## config.mk

```make
export PLATFORM = sky130hd
export DESIGN_NAME = tsense_ctrl
export DESIGN_NICKNAME = d
export VERILOG_FILES = /design/src/rtl/tsense_pkg.sv /design/src/rtl/tsense_dbnc.sv /design/src/rtl/tsense_chan.sv /design/src/rtl/tsense_seq.sv /design/src/rtl/tsense_ctrl.sv
export SDC_FILE = /design/constraint.sdc
export NUM_CORES = 1
export LEC_CHECK = 0
export BUFFER_PORTS_ARGS = -buffer_cell sky130_fd_sc_hd__buf_2
export CAP_MARGIN = 20
export CORE_ASPECT_RATIO = 1.1
export CORE_MARGIN = 1.5
export CORE_UTILIZATION = 45
export DETAILED_ROUTE_END_ITERATION = 6
export MAX_ROUTING_LAYER = met4
export PLACE_DENSITY_LB_ADDON = 0.12
export RECOVER_POWER = 100
export SYNTH_ARGS = -nofsm -noshare
export SYNTH_HDL_FRONTEND = slang
export SYNTH_SLANG_ARGS = --single-unit
```

## constraint.sdc

```tcl
create_clock -name clk -period 4.1 [get_ports clk]
set_input_delay 0.205 -clock clk [delete_from_list [all_inputs] [get_ports clk]]
set_output_delay 0.205 -clock clk [all_outputs]
set_load 0.02 [all_outputs]
```

## src/rtl/tsense_pkg.sv

```systemverilog
package tsense_pkg;
   localparam int CH_W = 3;

   localparam logic [7:0] OFS_USER  = 8'h00;
   localparam logic [7:0] OFS_SCAN  = 8'h04;
   localparam logic [7:0] OFS_IEN   = 8'h08;
   localparam logic [7:0] OFS_PEND  = 8'h0C;
   localparam logic [7:0] OFS_DATA  = 8'h20;
   localparam logic [7:0] OFS_WTHR  = 8'h30;
   localparam logic [7:0] OFS_TTHR  = 8'h40;
   localparam logic [7:0] OFS_WDB   = 8'h60;
   localparam logic [7:0] OFS_TDB   = 8'h64;
   localparam logic [7:0] OFS_PER   = 8'h68;
   localparam logic [7:0] OFS_HPER  = 8'h6C;

   localparam int B_PWR   = 3;
   localparam int B_GO    = 4;
   localparam int B_UBUSY = 12;
   localparam int B_SEN   = 0;
   localparam int B_SCH   = 4;
   localparam int B_SBUSY = 16;
   localparam int B_TRIP  = 4;

   typedef enum logic {SQ_IDLE, SQ_CONV} sq_state_e;
endpackage

```

## src/rtl/tsense_dbnc.sv

```systemverilog
module tsense_dbnc #(
   parameter int CODE_W = 12,
   parameter int DB_W   = 4
) (
   input  logic              clk,
   input  logic              rst_n,
   input  logic              clr,
   input  logic              smp_vld,
   input  logic [CODE_W-1:0] smp_code,
   input  logic [CODE_W-1:0] thr,
   input  logic [DB_W-1:0]   need,
   output logic              hit
);
   localparam logic [DB_W-1:0] CNT_MAX = '1;

   logic [DB_W-1:0] cnt, cnt_inc, need_eff;
   logic            exceed;

   assign exceed   = (smp_code <= thr);
   assign cnt_inc  = (cnt == CNT_MAX) ? cnt : cnt + 1'b1;
   assign need_eff = (need == '0) ? DB_W'(1) : need;
   assign hit      = smp_vld && exceed && (cnt_inc >= need_eff);

   always_ff @(posedge clk or negedge rst_n) begin
      if (!rst_n)       cnt <= '0;
      else if (clr)     cnt <= '0;
      else if (smp_vld) cnt <= exceed ? cnt_inc : '0;
   end

   // a sample above the limit ends the run
   p_miss_restarts_r5: assert property (@(posedge clk) disable iff (!rst_n)
      (smp_vld && (smp_code > thr)) |=> (cnt == '0));
   // a flag needs the earlier run length behind it
   p_hit_has_history_r6: assert property (@(posedge clk) disable iff (!rst_n)
      hit |-> (cnt >= need_eff - 1'b1));
endmodule

```

## src/rtl/tsense_chan.sv

```systemverilog
module tsense_chan #(
   parameter int CODE_W = 12,
   parameter int DB_W   = 4
) (
   input  logic              clk,
   input  logic              rst_n,
   input  logic              clr,
   input  logic              smp_vld,
   input  logic [CODE_W-1:0] smp_code,
   input  logic [CODE_W-1:0] warn_thr,
   input  logic [CODE_W-1:0] trip_thr,
   input  logic [DB_W-1:0]   warn_db,
   input  logic [DB_W-1:0]   trip_db,
   output logic              warn_hit,
   output logic              trip_hit
);
   tsense_dbnc #(.CODE_W(CODE_W), .DB_W(DB_W)) u_warn (
      .clk(clk), .rst_n(rst_n), .clr(clr), .smp_vld(smp_vld),
      .smp_code(smp_code), .thr(warn_thr), .need(warn_db), .hit(warn_hit));

   tsense_dbnc #(.CODE_W(CODE_W), .DB_W(DB_W)) u_trip (
      .clk(clk), .rst_n(rst_n), .clr(clr), .smp_vld(smp_vld),
      .smp_code(smp_code), .thr(trip_thr), .need(trip_db), .hit(trip_hit));
endmodule

```

## src/rtl/tsense_seq.sv

```systemverilog
module tsense_seq
   import tsense_pkg::*;
#(
   parameter int NCH   = 4,
   parameter int PER_W = 16
) (
   input  logic             clk,
   input  logic             rst_n,
   input  logic             user_go,
   input  logic [CH_W-1:0]  user_ch,
   input  logic             scan_en,
   input  logic [NCH-1:0]   scan_mask,
   input  logic [PER_W-1:0] period,
   output logic             adc_req,
   output logic [CH_W-1:0]  adc_ch,
   input  logic             adc_done,
   output logic             res_vld,
   output logic             res_scan,
   output logic [CH_W-1:0]  res_ch,
   output logic             user_busy,
   output logic             scan_busy
);
   sq_state_e        state;
   logic             src_scan, user_pend, req_q;
   logic [CH_W-1:0]  cur_ch, user_ch_q, nxt_ch;
   logic [NCH-1:0]   sweep;
   logic [PER_W-1:0] tmr;
   logic             scan_conv;

   assign scan_conv = (state == SQ_CONV) && src_scan;

   always_comb begin
      nxt_ch = '0;
      for (int i = NCH - 1; i >= 0; i--)
         if (sweep[i]) nxt_ch = CH_W'(i);
   end

   always_ff @(posedge clk or negedge rst_n) begin
      if (!rst_n) begin
         state     <= SQ_IDLE;
         src_scan  <= 1'b0;
         user_pend <= 1'b0;
         req_q     <= 1'b0;
         cur_ch    <= '0;
         user_ch_q <= '0;
         sweep     <= '0;
         tmr       <= '0;
      end else begin
         req_q <= 1'b0;
         if (user_go && !user_pend && !((state == SQ_CONV) && !src_scan)) begin
            user_pend <= 1'b1;
            user_ch_q <= user_ch;
         end
         case (state)
            SQ_IDLE: begin
               if (user_pend) begin
                  req_q     <= 1'b1;
                  cur_ch    <= user_ch_q;
                  src_scan  <= 1'b0;
                  user_pend <= 1'b0;
                  state     <= SQ_CONV;
               end else if (sweep != '0) begin
                  req_q    <= 1'b1;
                  cur_ch   <= nxt_ch;
                  src_scan <= 1'b1;
                  sweep    <= sweep & ~(NCH'(1) << nxt_ch);
                  state    <= SQ_CONV;
               end
            end
            default: if (adc_done) state <= SQ_IDLE;
         endcase
         if (!scan_en) begin
            tmr   <= '0;
            sweep <= '0;
         end else if ((sweep == '0) && !scan_conv) begin
            if (tmr >= period) begin
               tmr   <= '0;
               sweep <= scan_mask;
            end else begin
               tmr <= tmr + 1'b1;
            end
         end
      end
   end

   assign adc_req   = req_q;
   assign adc_ch    = cur_ch;
   assign res_vld   = (state == SQ_CONV) && adc_done;
   assign res_scan  = src_scan;
   assign res_ch    = cur_ch;
   assign user_busy = user_pend || ((state == SQ_CONV) && !src_scan);
   assign scan_busy = (sweep != '0) || scan_conv;

   p_req_single_r3: assert property (@(posedge clk) disable iff (!rst_n)
      adc_req |=> !adc_req);
   p_user_done_idle_r3: assert property (@(posedge clk) disable iff (!rst_n)
      ((state == SQ_CONV) && !src_scan && adc_done) |=> !user_busy);
   p_sweep_drops_r4: assert property (@(posedge clk) disable iff (!rst_n)
      !scan_en |=> (sweep == '0));
endmodule

```

## src/rtl/tsense_ctrl.sv

```systemverilog
module tsense_ctrl
   import tsense_pkg::*;
#(
   parameter int NCH    = 4,
   parameter int CODE_W = 12,
   parameter int DB_W   = 4,
   parameter int PER_W  = 16
) (
   input  logic        clk,
   input  logic        rst_n,
   input  logic        bus_sel,
   input  logic        bus_wr,
   input  logic [7:0]  bus_addr,
   input  logic [31:0] bus_wdata,
   output logic [31:0] bus_rdata,
   output logic        adc_req,
   output logic [2:0]  adc_ch,
   input  logic        adc_done,
   input  logic [11:0] adc_code,
   output logic        irq,
   output logic        shutdown
);
   initial begin
      assert (NCH >= 1 && NCH <= 4) else $error("NCH must be 1..4");
      assert (CODE_W == 12) else $error("CODE_W must match the converter port");
      assert (DB_W >= 1 && DB_W <= 8) else $error("DB_W out of range");
      assert (PER_W >= 1 && PER_W <= 16) else $error("PER_W out of range");
   end

   logic              wr_en, user_go, pend_wr;
   logic [CH_W-1:0]   usr_ch;
   logic              usr_pwr, scan_en;
   logic [NCH-1:0]    scan_mask, wen, ten, pend_w, pend_t, hit_w, hit_t;
   logic [CODE_W-1:0] data_q [NCH];
   logic [CODE_W-1:0] wthr   [NCH];
   logic [CODE_W-1:0] tthr   [NCH];
   logic [DB_W-1:0]   wdb, tdb;
   logic [PER_W-1:0]  per, hper, per_sel;
   logic              res_vld, res_scan, user_busy, scan_busy, smp_vld, shut_q;
   logic [CH_W-1:0]   res_ch;
   logic              unused_wdata;

   assign unused_wdata = ^bus_wdata;
   assign wr_en   = bus_sel && bus_wr;
   assign pend_wr = wr_en && (bus_addr == OFS_PEND);
   assign user_go = wr_en && (bus_addr == OFS_USER) && bus_wdata[B_GO] &&
                    bus_wdata[B_PWR] && (int'(bus_wdata[CH_W-1:0]) < NCH);
   assign per_sel = (pend_w != '0) ? hper : per;
   assign smp_vld = res_vld && res_scan && scan_en;

   always_ff @(posedge clk or negedge rst_n) begin
      if (!rst_n) begin
         usr_ch <= '0; usr_pwr <= 1'b0; scan_en <= 1'b0; scan_mask <= '0;
         wen <= '0; ten <= '0; pend_w <= '0; pend_t <= '0;
         wdb <= '0; tdb <= '0; per <= '0; hper <= '0; shut_q <= 1'b0;
         for (int i = 0; i < NCH; i++) begin
            data_q[i] <= '0; wthr[i] <= '0; tthr[i] <= '0;
         end
      end else begin
         if (wr_en) begin
            case (bus_addr)
               OFS_USER: begin
                  usr_ch  <= bus_wdata[CH_W-1:0];
                  usr_pwr <= bus_wdata[B_PWR];
               end
               OFS_SCAN: begin
                  scan_en   <= bus_wdata[B_SEN];
                  scan_mask <= bus_wdata[B_SCH +: NCH];
               end
               OFS_IEN: begin
                  wen <= bus_wdata[0 +: NCH];
                  ten <= bus_wdata[B_TRIP +: NCH];
               end
               OFS_WDB:  wdb  <= bus_wdata[DB_W-1:0];
               OFS_TDB:  tdb  <= bus_wdata[DB_W-1:0];
               OFS_PER:  per  <= bus_wdata[PER_W-1:0];
               OFS_HPER: hper <= bus_wdata[PER_W-1:0];
               default: ;
            endcase
         end
         for (int i = 0; i < NCH; i++) begin
            if (wr_en && bus_addr == OFS_WTHR + 8'(4 * i)) wthr[i] <= bus_wdata[CODE_W-1:0];
            if (wr_en && bus_addr == OFS_TTHR + 8'(4 * i)) tthr[i] <= bus_wdata[CODE_W-1:0];
            if (res_vld && res_ch == CH_W'(i))           data_q[i] <= adc_code;
         end
         pend_w <= (pend_w & ~({NCH{pend_wr}} & bus_wdata[0 +: NCH])) | hit_w;
         pend_t <= (pend_t & ~({NCH{pend_wr}} & bus_wdata[B_TRIP +: NCH])) | hit_t;
         shut_q <= shut_q | ((pend_t & ten) != '0);
      end
   end

   tsense_seq #(.NCH(NCH), .PER_W(PER_W)) u_seq (
      .clk(clk), .rst_n(rst_n), .user_go(user_go), .user_ch(bus_wdata[CH_W-1:0]),
      .scan_en(scan_en), .scan_mask(scan_mask), .period(per_sel),
      .adc_req(adc_req), .adc_ch(adc_ch), .adc_done(adc_done),
      .res_vld(res_vld), .res_scan(res_scan), .res_ch(res_ch),
      .user_busy(user_busy), .scan_busy(scan_busy));

   for (genvar g = 0; g < NCH; g++) begin : g_ch
      tsense_chan #(.CODE_W(CODE_W), .DB_W(DB_W)) u_chan (
         .clk(clk), .rst_n(rst_n), .clr(!scan_en),
         .smp_vld(smp_vld && (res_ch == CH_W'(g))), .smp_code(adc_code),
         .warn_thr(wthr[g]), .trip_thr(tthr[g]), .warn_db(wdb), .trip_db(tdb),
         .warn_hit(hit_w[g]), .trip_hit(hit_t[g]));

      p_w1c_r7: assert property (@(posedge clk) disable iff (!rst_n)
         (pend_wr && bus_wdata[g] && !hit_w[g]) |=> !pend_w[g]);
      p_set_wins_r7: assert property (@(posedge clk) disable iff (!rst_n)
         hit_w[g] |=> pend_w[g]);
   end

   always_comb begin
      bus_rdata = '0;
      case (bus_addr)
         OFS_USER: begin
            bus_rdata[CH_W-1:0] = usr_ch;
            bus_rdata[B_PWR]    = usr_pwr;
            bus_rdata[B_UBUSY]  = user_busy;
         end
         OFS_SCAN: begin
            bus_rdata[B_SEN]        = scan_en;
            bus_rdata[B_SCH +: NCH] = scan_mask;
            bus_rdata[B_SBUSY]      = scan_busy;
         end
         OFS_IEN: begin
            bus_rdata[0 +: NCH]      = wen;
            bus_rdata[B_TRIP +: NCH] = ten;
         end
         OFS_PEND: begin
            bus_rdata[0 +: NCH]      = pend_w;
            bus_rdata[B_TRIP +: NCH] = pend_t;
         end
         OFS_WDB:  bus_rdata[DB_W-1:0]  = wdb;
         OFS_TDB:  bus_rdata[DB_W-1:0]  = tdb;
         OFS_PER:  bus_rdata[PER_W-1:0] = per;
         OFS_HPER: bus_rdata[PER_W-1:0] = hper;
         default: ;
      endcase
      for (int i = 0; i < NCH; i++) begin
         if (bus_addr == OFS_DATA + 8'(4 * i)) bus_rdata[CODE_W-1:0] = data_q[i];
         if (bus_addr == OFS_WTHR + 8'(4 * i)) bus_rdata[CODE_W-1:0] = wthr[i];
         if (bus_addr == OFS_TTHR + 8'(4 * i)) bus_rdata[CODE_W-1:0] = tthr[i];
      end
   end

   assign irq      = (pend_w & wen) != '0;
   assign shutdown = shut_q;

   p_shut_sticky_r9: assert property (@(posedge clk) disable iff (!rst_n)
      shutdown |=> shutdown);
   p_shut_follows_r9: assert property (@(posedge clk) disable iff (!rst_n)
      ((pend_t & ten) != '0) |=> shutdown);
   p_irq_masked_r8: assert property (@(posedge clk) disable iff (!rst_n)
      (wen == '0) |-> !irq);
endmodule

```

==> results.txt <==
- The run finished, with violations left.
- Violated checks: max-capacitance violations, max-slew violations
- Initial DRC count: 1215
- Final setup fails: 0
- Worst hold path type: in -> reg
* Total half-perimeter wirelength after legalization and detailed placement: 41.43 mm
* Vias in the first global route: 13950
- In the routed layout, each cell is associated on average with a via count of 6.021.
* Worst Hold Slack: 0.06362 ns
- Layout Cell Area excl Fill: 19050 sq um
- For the final routed database, the setup TNS stands at 0 ns.
- Max Transition Viols Final: 136
* TritonRoute pass-1 iters: 5
- Final cycle utilization of the critical path: 0.9129
- Max-cap violations in this run came to 4.
* Initial Util: 0.4593
* Clock insertion delay at the later pin of the skew report: 0.55 ns
- From synthesis to final layout, the design area changed by 10.88%.
* Clock Power Share: 0.432
- For this design the static power due to leakage is 9.346 nW.
* Antenna violations before repair: 0
* Worst voltage drop across the vdd grid: 0.0002663 V
* Placed insts: 2323
- Fin util: 0.5093
* Antenna diode instance count: 0
- Power consumption: 6.885 mW
- Total number of H-tree levels: 2
- Before CTS, the worst setup slack after placement is 0.7543 ns.
- Source of the worst hold timing path: adc_code[0]
- The die is 189.3 um wide.
- Of all nets on the critical path, the largest fanout is 27.
- Largest net degree at the start of global routing: 83
- Critical register-to-register path endpoint: u_seq.tmr[9]
- For this run, the top clock speed supported by timing is 267.2 MHz.
- Switch Pwr: 1.864 mW
- Share of synthesized registers carrying an async set or reset: 1.000
- Clock-pin slew was measured on the worst setup and hold paths at 0.06 ns.
- Of the post-synthesis cell area, the dominant cell type holds 0.3962.
* Cts bufs inserted: 34
* Non-Filler Instances: 2384
- Clock tree synthesis found a total of 272 sinks.
- The final number of hold-violating endpoints came to 0.
- Number of instances in the synthesized netlist: 1816
- The layout has 3531 filler cells.
- Via count: 14350
* Endpoint type of the worst setup path: primary output
- The die covers 39360 sq um.
- Final wirelength: 57.32 mm
* Fraction of layout instances using a drive strength above 1: 0.1354
- Summed instance area of the synthesized netlist: 17180 sq um
- After floorplanning, the core was sized to cover 37410 sq um.
* Ranking of synthesized cells by area: dfrtp_1 40%, ha_1 11%, mux2_2 7.3%, o21ai_0 5.2%, nand2_1 4.5%
- Among all flip-flop cells after synthesis, the most frequent one is dfrtp_1.
- Measured against its own limit, the worst slew margin works out to -0.5067.
- For the pin with the worst max-slew slack, the measured transition is 2.260 ns.
- Worst setup path class: in -> out
- Time the worst path needs with I/O delays and setup: 3.743 ns
- Sequential cell area fraction in the yosys report: 0.3962
- Height of the die: 207.9 um
* Number of design rule violations left after detail routing: 0
* Number of port buffers: 63
* Cell count of the worst reg-to-reg path: 11
* Last element of the critical path: bus_rdata[7]
- Global-route congestion overflow total: 0
- Of the total power, combinational logic draws 0.125.
* Startpoint of the lowest-slack register-to-register path: pend_w[0]
- Commonest non-fill, non-tap cells in the layout: 272 x dfrtp_1, 204 x nand2_1, 179 x o21ai_0
- Dividing the detail-routed wire length by the instance count gives 24.05 um.
* Part of the total power dissipated in sequential elements: 0.443
* Layout Skew: 0.02044 ns
- Worst path arrival time: 3.54 ns
* Rows: 74
- Power density over the cells: 361.4 nW/um^2
* Cell internal pwr: 5.022 mW
- Global-route wire length before repair: 86.86 mm
- Synthesis inferred 272 register bits.
- Remaining antenna violation count: 0
- In this run the register-to-register setup slack is 0.49 ns.
* Most common cell after layout, fill and taps aside: dfrtp_1
* Overall fraction of global-route tracks in use: 0.3022
* Origin of the worst setup path: bus_addr[4]
* Final layout net count: 2082
- For this run, the number of Yosys warnings is 0.
* Nature of the critical path startpoint: input port
- Area after DPL: 18060 sq um
- After clock tree synthesis, the repair step resized 0 gates.
- No sink is reached through more buffers than the 3 on the longest clock path.
- Final weighted congestion in routability-driven placement: 0.9743
* RSZ-0062 raised after global routing: no
- The largest total area in the synthesized netlist belongs to dfrtp_1.
* Mean post-synth cell area: 9.461 sq um
* Unique masters post-synth: 85
- The tree is rooted in a clkbuf_16.
* Number of flops mapped to enable cells by yosys: 0
- Worst endpoint required time: 3.89 ns
- Clock tree from TritonCTS: done
- Ports: 95
- Worst-case setup margin in the final layout: 0.3570 ns
- Of the total power, the share spent switching nets is 0.2707.
## logic make-up after synthesis
kind of cell             after synthesis  synth area share
adder cells (fa/ha/maj)              153            0.1114
XOR/XNOR                               9          0.004588
AND/OR/NAND/NOR                      501            0.1478
flip-flops                           272            0.3962
multiplexers                         162            0.1040
buffers and inverters                230           0.05658
AO/OA/AOI/OAI                        488            0.1793
other                                  1         0.0002183
## state kept, by name, summed over array words and instances, names as in the netlist, 3 cells and up
name and flops:
pend_t 4, wen 4, u_seq.user_ch_q 3, u_seq.sweep 4, scan_mask 4, usr_ch 3, pend_w 4, g_ch.u_chan.u_trip.cnt 16
tthr 48, u_seq.adc_ch 3, hper 16, wthr 48, wdb 4, ten 4, u_seq.tmr 16, data_q 48
g_ch.u_chan.u_warn.cnt 16, tdb 4, per 16
## repair_timing
item	4_1_cts	5_1_grt
buffers inserted	0	0
hold buffers	6	0
endpoints found under the hold margin	87	0
## critical path: stages
cell and delay (ns):
clkbuf_1 1.11, or4b_1 0.70, nor2_1 0.24, a222oi_1 0.79, o22ai_1 0.25, clkbuf_1 0.21
## power groups by stage
stage / Combinational [mW] / Sequential [mW] / Clock [mW]
2_1_floorplan: 0.554 / 3.04 / 0
3_3_place_gp: 0.831 / 3.09 / 0
3_5_place_dp: 0.852 / 3.09 / 0
4_1_cts: 0.862 / 3.05 / 3.02
5_1_grt: 0.940 / 3.08 / 3.12
6_report: 0.861 / 3.05 / 2.98
## layout make-up
type,instances,area (sq um),area share
flip-flops and latches,272,6807,0.3573
well taps,494,618.1,0.03244
clock buffers,49,1021,0.05359
clock inverters,5,50.05,0.002627
repair buffers,112,616.8,0.03238
multi-input cells,1328,9473,0.4972
inverters,124,465.4,0.02443
## cells in the mapped netlist, drive strengths merged (28+ instances only)
library cell  instances
a21o                 46
a21oi                86
buf                  51
clkbuf               55
dfrtp               272
ha                  153
inv                 124
mux2                112
mux2i                48
nand2               204
nand3                49
nor2                 72
o21ai               180
o22ai                28
## worst min-delay path by stage
stage	slack, ns	cells after the start	to
after floorplan	-0.09	0	data_q[0]
after global placement	0.24	1	u_seq.tmr[12]
after detailed placement	0.25	1	u_seq.tmr[14]
after CTS	0.04	2	data_q[24]
after global routing	0.05	2	data_q[24]
final	0.06	2	data_q[24]
## per-layer routing
layer | up-vias | wire length (um) | GRT usage
li1 | 6652 | - | -
met1 | 7092 | 25710 | 0.4090
met2 | 495 | 25490 | 0.4509
met3 | 114 | 3861 | 0.04943
met4 | 0 | 2258 | 0.1212
met5 | - | 0 | -
Power figures use the tool's default switching activity.
